## config.mk

```make
export PLATFORM = sky130hd
export DESIGN_NAME = eirq_ctrl
export DESIGN_NICKNAME = d
export VERILOG_FILES = /design/src/rtl/eirq_pkg.sv /design/src/rtl/eirq_sync.sv /design/src/rtl/eirq_detect.sv /design/src/rtl/eirq_regs.sv /design/src/rtl/eirq_ctrl.sv
export SDC_FILE = /design/constraint.sdc
export NUM_CORES = 1
export LEC_CHECK = 0
export BUFFER_PORTS_ARGS = -buffer_cell sky130_fd_sc_hd__buf_4
export CELL_PAD_IN_SITES_DETAIL_PLACEMENT = 0
export CELL_PAD_IN_SITES_GLOBAL_PLACEMENT = 1
export CORE_ASPECT_RATIO = 1.75
export CORE_MARGIN = 2
export CORE_UTILIZATION = 30
export DETAILED_ROUTE_END_ITERATION = 16
export PLACE_DENSITY = 0.89
export SLEW_MARGIN = 10
export SYNTH_ARGS = -nofsm -noshare
export SYNTH_HDL_FRONTEND = slang
export SYNTH_SLANG_ARGS = --single-unit
```

## constraint.sdc

```tcl
create_clock -name clk -period 1.4 [get_ports clk]
set_clock_uncertainty 0.2 [all_clocks]
set_input_delay 0.28 -clock clk [delete_from_list [all_inputs] [get_ports clk]]
set_output_delay 0.28 -clock clk [all_outputs]
set_load 0.01 [all_outputs]
```

## src/rtl/eirq_pkg.sv

```systemverilog
package eirq_pkg;

    localparam int DATA_W   = 32;
    localparam int ADDR_W   = 4;

    // Register offsets
    localparam logic [ADDR_W-1:0] OFS_FLAG = 4'h0;
    localparam logic [ADDR_W-1:0] OFS_MODE = 4'h8;
    localparam logic [ADDR_W-1:0] OFS_POL  = 4'hC;

    // Detector state: last synchronized pin value
    typedef enum logic {
        PIN_LOW  = 1'b0,
        PIN_HIGH = 1'b1
    } pin_state_e;

    // Mode bit encoding
    typedef enum logic {
        DET_LEVEL = 1'b0,
        DET_EDGE  = 1'b1
    } det_mode_e;

endpackage

```

## src/rtl/eirq_sync.sv

```systemverilog
module eirq_sync #(
    parameter int   STAGES  = 2,
    parameter logic RST_VAL = 1'b1
) (
    input  logic clk,
    input  logic rst_n,
    input  logic d,
    output logic q
);

    logic [STAGES-1:0] chain_q;

    generate
        for (genvar s = 0; s < STAGES; s++) begin : g_stage
            if (s == 0) begin : g_first
                always_ff @(posedge clk or negedge rst_n) begin
                    if (!rst_n) chain_q[s] <= RST_VAL;
                    else        chain_q[s] <= d;
                end
            end else begin : g_rest
                always_ff @(posedge clk or negedge rst_n) begin
                    if (!rst_n) chain_q[s] <= RST_VAL;
                    else        chain_q[s] <= chain_q[s-1];
                end
            end
        end
    endgenerate

    assign q = chain_q[STAGES-1];

endmodule

```

## src/rtl/eirq_detect.sv

```systemverilog
module eirq_detect
    import eirq_pkg::*;
(
    input  logic      clk,
    input  logic      rst_n,
    input  logic      smp,       // synchronized pin
    input  det_mode_e mode,
    input  logic      pol,
    output logic      evt
);

    pin_state_e state_q, state_d;
    logic       rise, fall;

    // State register
    always_ff @(posedge clk or negedge rst_n) begin
        if (!rst_n) state_q <= PIN_HIGH;
        else        state_q <= state_d;
    end

    // Transitions: rise, fall, hold
    always_comb begin
        state_d = state_q;
        unique case (state_q)
            PIN_LOW:  if (smp)  state_d = PIN_HIGH;
            PIN_HIGH: if (!smp) state_d = PIN_LOW;
            default:            state_d = state_q;
        endcase
    end

    // Outputs
    always_comb begin
        rise = 1'b0;
        fall = 1'b0;
        unique case (state_q)
            PIN_LOW:  rise = smp;
            PIN_HIGH: fall = !smp;
            default: begin
                rise = 1'b0;
                fall = 1'b0;
            end
        endcase
        if (mode == DET_EDGE) evt = pol ? rise : fall;
        else                  evt = (smp == pol);
    end

    // an edge event cannot repeat on the next cycle with unchanged polarity
    assert_edge_single_R4: assert property (@(posedge clk) disable iff (!rst_n)
        (mode == DET_EDGE && evt) |=> !(mode == DET_EDGE && evt && $stable(pol)));

endmodule

```

## src/rtl/eirq_regs.sv

```systemverilog
module eirq_regs
    import eirq_pkg::*;
#(
    parameter int NUM_CH = 4
) (
    input  logic              clk,
    input  logic              rst_n,
    input  logic              bus_sel,
    input  logic              bus_wr,
    input  logic [ADDR_W-1:0] bus_addr,
    input  logic [DATA_W-1:0] bus_wdata,
    output logic [DATA_W-1:0] bus_rdata,
    input  logic [NUM_CH-1:0] set_vec,
    output logic [NUM_CH-1:0] flag_o,
    output logic [NUM_CH-1:0] mode_o,
    output logic [NUM_CH-1:0] pol_o
);

    localparam int PAD_W = DATA_W - NUM_CH;

    logic [NUM_CH-1:0] flag_q, mode_q, pol_q;
    logic [NUM_CH-1:0] clr_vec;
    logic              wr_flag, wr_mode, wr_pol;
    logic              unused_wdata;

    assign unused_wdata = ^bus_wdata[DATA_W-1:NUM_CH];

    assign wr_flag = bus_sel && bus_wr && (bus_addr == OFS_FLAG);
    assign wr_mode = bus_sel && bus_wr && (bus_addr == OFS_MODE);
    assign wr_pol  = bus_sel && bus_wr && (bus_addr == OFS_POL);
    assign clr_vec = wr_flag ? bus_wdata[NUM_CH-1:0] : '0;

    // Flags: set has priority over write-one clear
    always_ff @(posedge clk or negedge rst_n) begin
        if (!rst_n) flag_q <= '0;
        else        flag_q <= (flag_q & ~clr_vec) | set_vec;
    end

    always_ff @(posedge clk or negedge rst_n) begin
        if (!rst_n) begin
            mode_q <= '0;
            pol_q  <= '0;
        end else begin
            if (wr_mode) mode_q <= bus_wdata[NUM_CH-1:0];
            if (wr_pol)  pol_q  <= bus_wdata[NUM_CH-1:0];
        end
    end

    always_comb begin
        bus_rdata = '0;
        if (bus_sel && !bus_wr) begin
            case (bus_addr)
                OFS_FLAG: bus_rdata = {{PAD_W{1'b0}}, flag_q};
                OFS_MODE: bus_rdata = {{PAD_W{1'b0}}, mode_q};
                OFS_POL:  bus_rdata = {{PAD_W{1'b0}}, pol_q};
                default:  bus_rdata = '0;
            endcase
        end
    end

    assign flag_o = flag_q;
    assign mode_o = mode_q;
    assign pol_o  = pol_q;

    // a set event always leaves the flag set, whatever is written
    assert_set_wins_R7: assert property (@(posedge clk) disable iff (!rst_n)
        (set_vec != '0) |=> ((flag_q & $past(set_vec)) == $past(set_vec)));

    // cleared bits without a set event drop
    assert_clear_drops_R5: assert property (@(posedge clk) disable iff (!rst_n)
        (clr_vec != '0) |=> ((flag_q & $past(clr_vec & ~set_vec)) == '0));

    // a flag only rises when the detector reported an event
    assert_no_spurious_set_R3: assert property (@(posedge clk) disable iff (!rst_n)
        1'b1 |=> ((flag_q & ~$past(flag_q) & ~$past(set_vec)) == '0));

    // reserved bits read zero
    assert_reserved_zero_R2: assert property (@(posedge clk) disable iff (!rst_n)
        (bus_sel && !bus_wr) |-> (bus_rdata[DATA_W-1:NUM_CH] == '0));

endmodule

```

## src/rtl/eirq_ctrl.sv

```systemverilog
module eirq_ctrl
    import eirq_pkg::*;
#(
    parameter int NUM_CH      = 4,
    parameter int SYNC_STAGES = 2
) (
    input  logic              clk,
    input  logic              rst_n,
    input  logic [NUM_CH-1:0] pin_in,
    input  logic              bus_sel,
    input  logic              bus_wr,
    input  logic [ADDR_W-1:0] bus_addr,
    input  logic [DATA_W-1:0] bus_wdata,
    output logic [DATA_W-1:0] bus_rdata,
    output logic [NUM_CH-1:0] irq_out
);

    logic [NUM_CH-1:0] pin_smp;
    logic [NUM_CH-1:0] evt_vec;
    logic [NUM_CH-1:0] flag_vec, mode_vec, pol_vec;

    generate
        for (genvar c = 0; c < NUM_CH; c++) begin : g_ch
            eirq_sync #(
                .STAGES  (SYNC_STAGES),
                .RST_VAL (1'b1)
            ) u_sync (
                .clk   (clk),
                .rst_n (rst_n),
                .d     (pin_in[c]),
                .q     (pin_smp[c])
            );

            eirq_detect u_det (
                .clk   (clk),
                .rst_n (rst_n),
                .smp   (pin_smp[c]),
                .mode  (det_mode_e'(mode_vec[c])),
                .pol   (pol_vec[c]),
                .evt   (evt_vec[c])
            );

            // an active level in level mode is flagged on the next edge
            assert_level_refire_R6: assert property (@(posedge clk) disable iff (!rst_n)
                (!mode_vec[c] && (pin_smp[c] == pol_vec[c])) |=> irq_out[c]);
        end
    endgenerate

    eirq_regs #(
        .NUM_CH (NUM_CH)
    ) u_regs (
        .clk       (clk),
        .rst_n     (rst_n),
        .bus_sel   (bus_sel),
        .bus_wr    (bus_wr),
        .bus_addr  (bus_addr),
        .bus_wdata (bus_wdata),
        .bus_rdata (bus_rdata),
        .set_vec   (evt_vec),
        .flag_o    (flag_vec),
        .mode_o    (mode_vec),
        .pol_o     (pol_vec)
    );

    assign irq_out = flag_vec;

endmodule

```

==> results of run 1 <==
==> cell usage after synthesis <==
cell type / number
a222oi_1: 4
and2_2: 1
and3_1: 1
buf_2: 1
buf_4: 28
buf_6: 2
conb_1: 1
dfrtp_1: 12
dfstp_2: 12
inv_1: 5
mux2_2: 4
mux2_4: 4
nand2_1: 5
nand3_1: 4
nand4bb_1: 1
nor2_1: 6
nor2b_1: 4
nor4b_1: 1
nor4b_4: 1
o21ai_0: 1
o311ai_0: 4
o41ai_1: 4
==> power breakdown <==
group	leakage (nW)	internal, W	switching, W
clock	0.0216	0.000192	0.000189
combinational	0.481	0.000189	0.000153
sequential	0.264	0.000772	0.0000416
total	0.767	0.00115	0.000384
==> kinds of logic (layout without fill, tap and decap cells) <==
kind of cell | Yosys count | after routing | synth area share
flip-flops | 24 | 24 | 0.496
buffers and inverters | 36 | 56 | 0.207
other | 1 | 28 | 0.00302
multiplexers | 8 | 8 | 0.0848
AND/OR/NAND/NOR | 24 | 24 | 0.116
AO/OA/AOI/OAI | 13 | 13 | 0.0928
==> per-layer routing <==
metal | vias to the layer above | GRT usage
li1 | 412 | -
met1 | 442 | 0.105
met2 | 49 | 0.215
met3 | 6 | 0.0217
met4 | 0 | 0.0769
met5 | - | 0
==> cells in the final DEF (no fill, tap or decap) <==
cell / netlist / layout
o311ai_0: 4 / 1
o311ai_1: 0 / 3
nor2_4: 0 / 1
mux2_2: 4 / 4
nor2_1: 6 / 5
dfstp_2: 12 / 12
nand2_1: 5 / 5
and3_4: 0 / 1
nor2b_1: 4 / 4
o21ai_1: 0 / 1
dfrtp_1: 12 / 12
o41ai_1: 4 / 2
nand4bb_4: 0 / 1
conb_1: 1 / 28
buf_4: 28 / 35
nor4b_1: 1 / 1
dlygate4sd3_1: 0 / 5
nand3_1: 4 / 4
and2_2: 1 / 1
buf_6: 2 / 8
a222oi_1: 4 / 4
o41ai_2: 0 / 2
clkbuf_8: 0 / 3
inv_1: 5 / 5
nor4b_4: 1 / 1
mux2_4: 4 / 4
==> registers in the layout, indices dropped and copies added, names as in the netlist <==
signal,flops
g_ch.u_sync.chain_q,4
u_regs.mode_o,4
g_ch.u_sync.q,4
g_ch.u_det.state_q,4
u_regs.flag_o,4
u_regs.pol_o,4
==> area by class of cell <==
type                       instances  area [um2]  share of cell area
clock buffer                       3        41.3              0.0250
inverter                           5        18.8              0.0114
multi-input combinational         73         513               0.310
sequential                        24         616               0.372
tap                               49        61.3              0.0371
timing repair buffer              48         403               0.244
==> metrics by stage <==
| stage | total power, W | std cells |
|---|---|---|
| after global routing | 0.00163 | 202 |
| after global placement | 0.00112 | 193 |
| after CTS | 0.00155 | 202 |
| final | 0.00154 | 202 |
| after floorplan | 0.00103 | 133 |
| after detailed placement | 0.00114 | 193 |
==> how the worst max path moves through the flow <==
stage / start / end / cells past startpoint
after floorplan: bus_addr[2] / u_regs.mode_o[0] / 5
after global placement: bus_wr / bus_rdata[3] / 5
after detailed placement: bus_addr[0] / u_regs.mode_o[3] / 5
after CTS: u_regs.flag_o[1] / bus_rdata[1] / 3
after global routing: u_regs.mode_o[1] / bus_rdata[1] / 3
final: u_regs.mode_o[1] / bus_rdata[1] / 3
==> repair_timing <==
action                                  CTS  global route
endpoints found under the hold margin    28             0
gates resized for setup                   4            13
hold buffers                              5             0
pin swaps                                 6             1
buffers inserted                          1             1
endpoints found under the setup margin   10            15
==> results.toml, run 1 <==
[run_status]
outcome = "complete, but fails checks"
violations = "negative setup slack"

[finish]
fillers = 382
antenna_cells = 0
fin_util = 0.406
stdcell_area_um2 = 1650
synthToLayoutAreaGrowth_pct = 33.3
layout-drive-gt1-share = 0.477
nNetsFinal = 199

[hold_path]
hold_depth = 2
min_path_type = "in2reg"
hold_end = "u_regs.mode_o[0]"
min_from = "bus_wdata[0]"

[die]
die_h_um = 89.0
initial_utilization = 0.304
core_area_um2 = 4070
rows = 31
ios = 80
die_area_um2 = 4680
die_x_um = 52.6

[placement]
place_ws_ns = -0.328
finalWeightedCongestion = 0.643
dp_hpwl_um = 1970
port_buffers = 23
placed_area_um2 = 1500

[sta]
setup_tns_ns = -1.23
finalWorstSetupSlack_ns = -0.315
finalSetupViolCount = 7
fin_crit_ns = 1.72
hold_viol_final = 0
drv_slew = 0
rsz0062_at_grt = "true"
hold_ws_ns = 0.0782
max_freq_mhz = 583
fin_crit_sh = 1.23

[clock_network]
cts-root-buf = "clkbuf_8"
clockBufferDepth = 2
h-tree-depth = 1
clk_pin_slew_ns = 0.07
numCtsBuffers = 3
tritoncts = "done"
clkSinkCount = 24
clk_latency_ns = 0.25

[power_and_ir_drop]
leakage_nw = 0.767
powerDensity_nw_per_um2 = 930
peakVddDrop_uv = 471

[job]
maxCapViolCount = 0

[worst_setup_path]
path_buf_inv = 1
path_cells = "a222oi_1 > nor2_1 > buf_4"
critPathMaxFanout = 2
cp.arrival_ns = 1.24
crit_required_ns = 0.92
ff2ff_setup_slack_ns = 0.14
cp-start-kind = "register"
slowest_delay_ns = 0.39
reg2reg_to = "u_regs.flag_o[0]"
reg2reg_from = "u_regs.mode_o[0]"
critPathKind = "reg2out"
cp_slowest_cell = "dfrtp_1"
rr_worst_depth = 4
worst_setup_path_end_kind = "output pin"
path_delay_family = "flip-flops"

[yosys]
synth.top_cell.area_share = 0.254
synth_warnings = 0
synth.avg_cell_area_um2 = 11.7
synth_area_um2 = 1240
yosys-top-cells-area = "dfstp_2, dfrtp_1, buf_4"
ys_seq_area_frac = 0.496
synth_seq_cells = 24
synth.distinct_cells = 22
synth_cells = 106
synth_largest_area_cell = "dfstp_2"

[grt]
grt_usage = 0.114
grt-ovfl-total = 0
grt_max_degree = 25
antenna_found_initial = 0
grt_pass1_vias = 881
grt_pass1_wl_um = 3870

[drt]
wirelength_um = 2530
drtAntennaViolNets = 0
drtIter0Drc = 10
wl_per_cell_um = 12.5
met3_wirelength_um = 189
wl_met1_um = 815
avgViaCountPerCell = 4.50
vias = 909
routed.top_layer = "met4"
drc = 0
firstDrtPassIters = 4
wl_met2_um = 1440
Power figures use the tool's default switching activity.
==> run 2: changes to the inputs <==
--- a/config.mk
+++ b/config.mk
@@ -5,15 +5,17 @@
 export SDC_FILE = /design/constraint.sdc
 export NUM_CORES = 1
 export LEC_CHECK = 0
+export ABC_AREA = 1
 export BUFFER_PORTS_ARGS = -buffer_cell sky130_fd_sc_hd__buf_4
 export CELL_PAD_IN_SITES_DETAIL_PLACEMENT = 0
 export CELL_PAD_IN_SITES_GLOBAL_PLACEMENT = 1
 export CORE_ASPECT_RATIO = 1.75
 export CORE_MARGIN = 2
-export CORE_UTILIZATION = 30
+export CORE_UTILIZATION = 29
 export DETAILED_ROUTE_END_ITERATION = 16
-export PLACE_DENSITY = 0.89
+export PLACE_DENSITY = 0.9
 export SLEW_MARGIN = 10
 export SYNTH_ARGS = -nofsm -noshare
 export SYNTH_HDL_FRONTEND = slang
+export SYNTH_HIERARCHICAL = 1
 export SYNTH_SLANG_ARGS = --single-unit
==> results.toml, run 2 <==
[power_and_ir_drop]
leakage_nw = 0.985
power_switching_w = 0.000440
comb_power_share = 0.249
peakVddDrop_uv = 364
sw_frac_of_total = 0.277
power.internal_w = 0.00115
powerDensity_nw_per_um2 = 864
seqPwrFrac = 0.508
clock_power_share = 0.243

[yosys]
synthTopCellsByCount = "nand2_1, buf_4, inv_1"
synth.distinct_cells = 15
synth_seq_cells = 24
synth_most_common_cell = "nand2_1"
synth_top_family_by_area = "simple AND/OR/NAND/NOR gates"
synth_area_um2 = 1330
synthXorXnorAreaFrac = 0
synth_flop_cell = "dfstp_2"
synth_fa_ha_area_frac = 0
synth_largest_area_cell = "dfstp_2"
synth_edf_count = 0
ys_seq_area_frac = 0.464
yosys.area_share.simple = 0.253
synthMuxAreaShare = 0
yosys-top-cells-area = "dfstp_2, dfrtp_1, buf_4"
synth.top_cell.area_share = 0.238
synth_cells = 164
synth.avg_cell_area_um2 = 8.09
synth_compound_area_frac = 0.0453
synth_warnings = 6
ys_async_sr_fraction = 1.00

[die]
ios = 80
initial_utilization = 0.301
die_area_um2 = 5150
die_x_um = 55.1
rows = 32
die_h_um = 93.5
core_area_um2 = 4400

[clock_network]
cts-root-buf = "clkbuf_8"
tritoncts = "done"
clk_latency_ns = 0.26
h-tree-depth = 1
clockBufferDepth = 2
clk_pin_slew_ns = 0.07
clkSinkCount = 24
numCtsBuffers = 3

[job]
maxCapViolCount = 0

[grt]
grt_pass1_vias = 1040
grt_usage = 0.112
grt_max_degree = 25
grt-ovfl-total = 0
antenna_found_initial = 0
grt_pass1_wl_um = 4200

[worst_setup_path]
cp_slowest_cell = "dfrtp_1"
cp-start-kind = "register"
path_buf_inv = 2
path_delay_family = "flip-flops"
cp.arrival_ns = 1.04
slowest_delay_ns = 0.40
critPathKind = "reg2out"
cp.depth = 5
rr_worst_depth = 8
critPathMaxFanout = 2
path_cells = "nand3_1 > nand3_2 > nand2_1 > inv_1 > buf_6"
crit_required_ns = 0.92
worst_setup_path_end_kind = "output pin"

[hold_path]
hold_depth = 3
min_path_type = "in2reg"

[placement]
port_buffers = 23
dp_hpwl_um = 1880
finalWeightedCongestion = 0.709

[finish]
antenna_cells = 0
mostFrequentLayoutCells = "nand2_1, buf_4, conb_1"
layout-drive-gt1-share = 0.373
final_common_cell = "nand2_1"
fin_util = 0.417
synthToLayoutAreaGrowth_pct = 38.6
nNetsFinal = 263

[drt]
wl_per_cell_um = 10.2
drc = 0
avgViaCountPerCell = 4.20
wirelength_um = 2740
drtAntennaViolNets = 0
drtIter0Drc = 21
firstDrtPassIters = 4
vias = 1126

[run_status]
outcome = "complete, but fails checks"
violations = "negative setup slack"

[sta]
rsz0062_at_grt = "true"
fin_crit_ns = 1.52
hold_viol_final = 0
max_freq_mhz = 657
drv_slew = 0
fin_crit_sh = 1.09
finalSetupViolCount = 6
finalWorstSetupSlack_ns = -0.121
setup_tns_ns = -0.535
-- run 2: kinds of logic after synthesis --
logic type / Yosys count
other: 1
DFF: 24
AOI/OAI and AO/OA: 12
buffers and inverters: 53
and+or+nand+nor: 74
-- run 2: final cells by class --
class / count / area [um2]
fillers: 440 / 2570
well taps: 51 / 63.8
repair buffers: 52 / 459
clock buffers: 3 / 41.3
flip-flops and latches: 24 / 616
multi-input cells: 114 / 568
inverters: 24 / 90.1
-- run 2: worst register-to-register path: cells and delay by family, from the launching register on --
family	cells	cell delay, ns
DFF	1	0.38
buffers and inverters	4	0.36
and+or+nand+nor	4	0.22
-- run 2: final timing paths --
path	startpoint	endpoint	slack [ns]
max	u_regs/flag_o[0]	bus_rdata[0]	-0.12
min	bus_wdata[2]	u_regs/mode_o[2]	0.03
max reg2reg	u_regs/pol_o[0]	u_regs/flag_o[0]	0.13
min reg2reg	g_ch[2].u_sync/chain_q[0]	g_ch[2].u_sync/q	0.16
max in group asynchronous	rst_n	g_ch[0].u_sync/q	0.45
min in group asynchronous	rst_n	u_regs/flag_o[1]	0.26
-- run 2: power groups by stage --
stage	Combinational [W]	Sequential [W]	Clock, W
after floorplan	0.000214	0.000822	0
after global placement	0.000241	0.000839	0
after detailed placement	0.000247	0.000841	0
after CTS	0.000369	0.000802	0.000409
after global routing	0.000448	0.000814	0.000415
final	0.000396	0.000807	0.000386
-- run 2: repair_timing --
| action | 4_1_cts | 5_1_grt |
|---|---|---|
| hold buffers | 5 | 0 |
| hold endpoints to repair | 28 | 0 |
| setup buffers | 13 | 4 |
| setup endpoints to repair | 4 | 7 |
| pin swaps | 17 | 7 |
| gates resized for setup | 19 | 13 |
-- run 2: through the flow --
step	hold slack (ns)	cell area, um2	setup slack (ns)	std cells	power (W)
6_report	0.0297	1840	-0.121	268	0.00159
5_1_grt	0.0373	1840	-0.174	268	0.00168
4_1_cts	0.0241	1760	-0.129	264	0.00158
3_5_place_dp	-0.00636	1500	-0.169	243	0.00109
3_3_place_gp	-0.0112	1500	-0.168	243	0.00108
2_1_floorplan	-0.216	1430	0.0363	191	0.00104
-- run 2: routing by layer --
metal	routed length, um	up-vias	GRT usage
met5	0	-	0
met4	75	0	0.0711
met3	170	6	0.0128
met2	1560	47	0.209
met1	928	522	0.106
li1	-	551	-
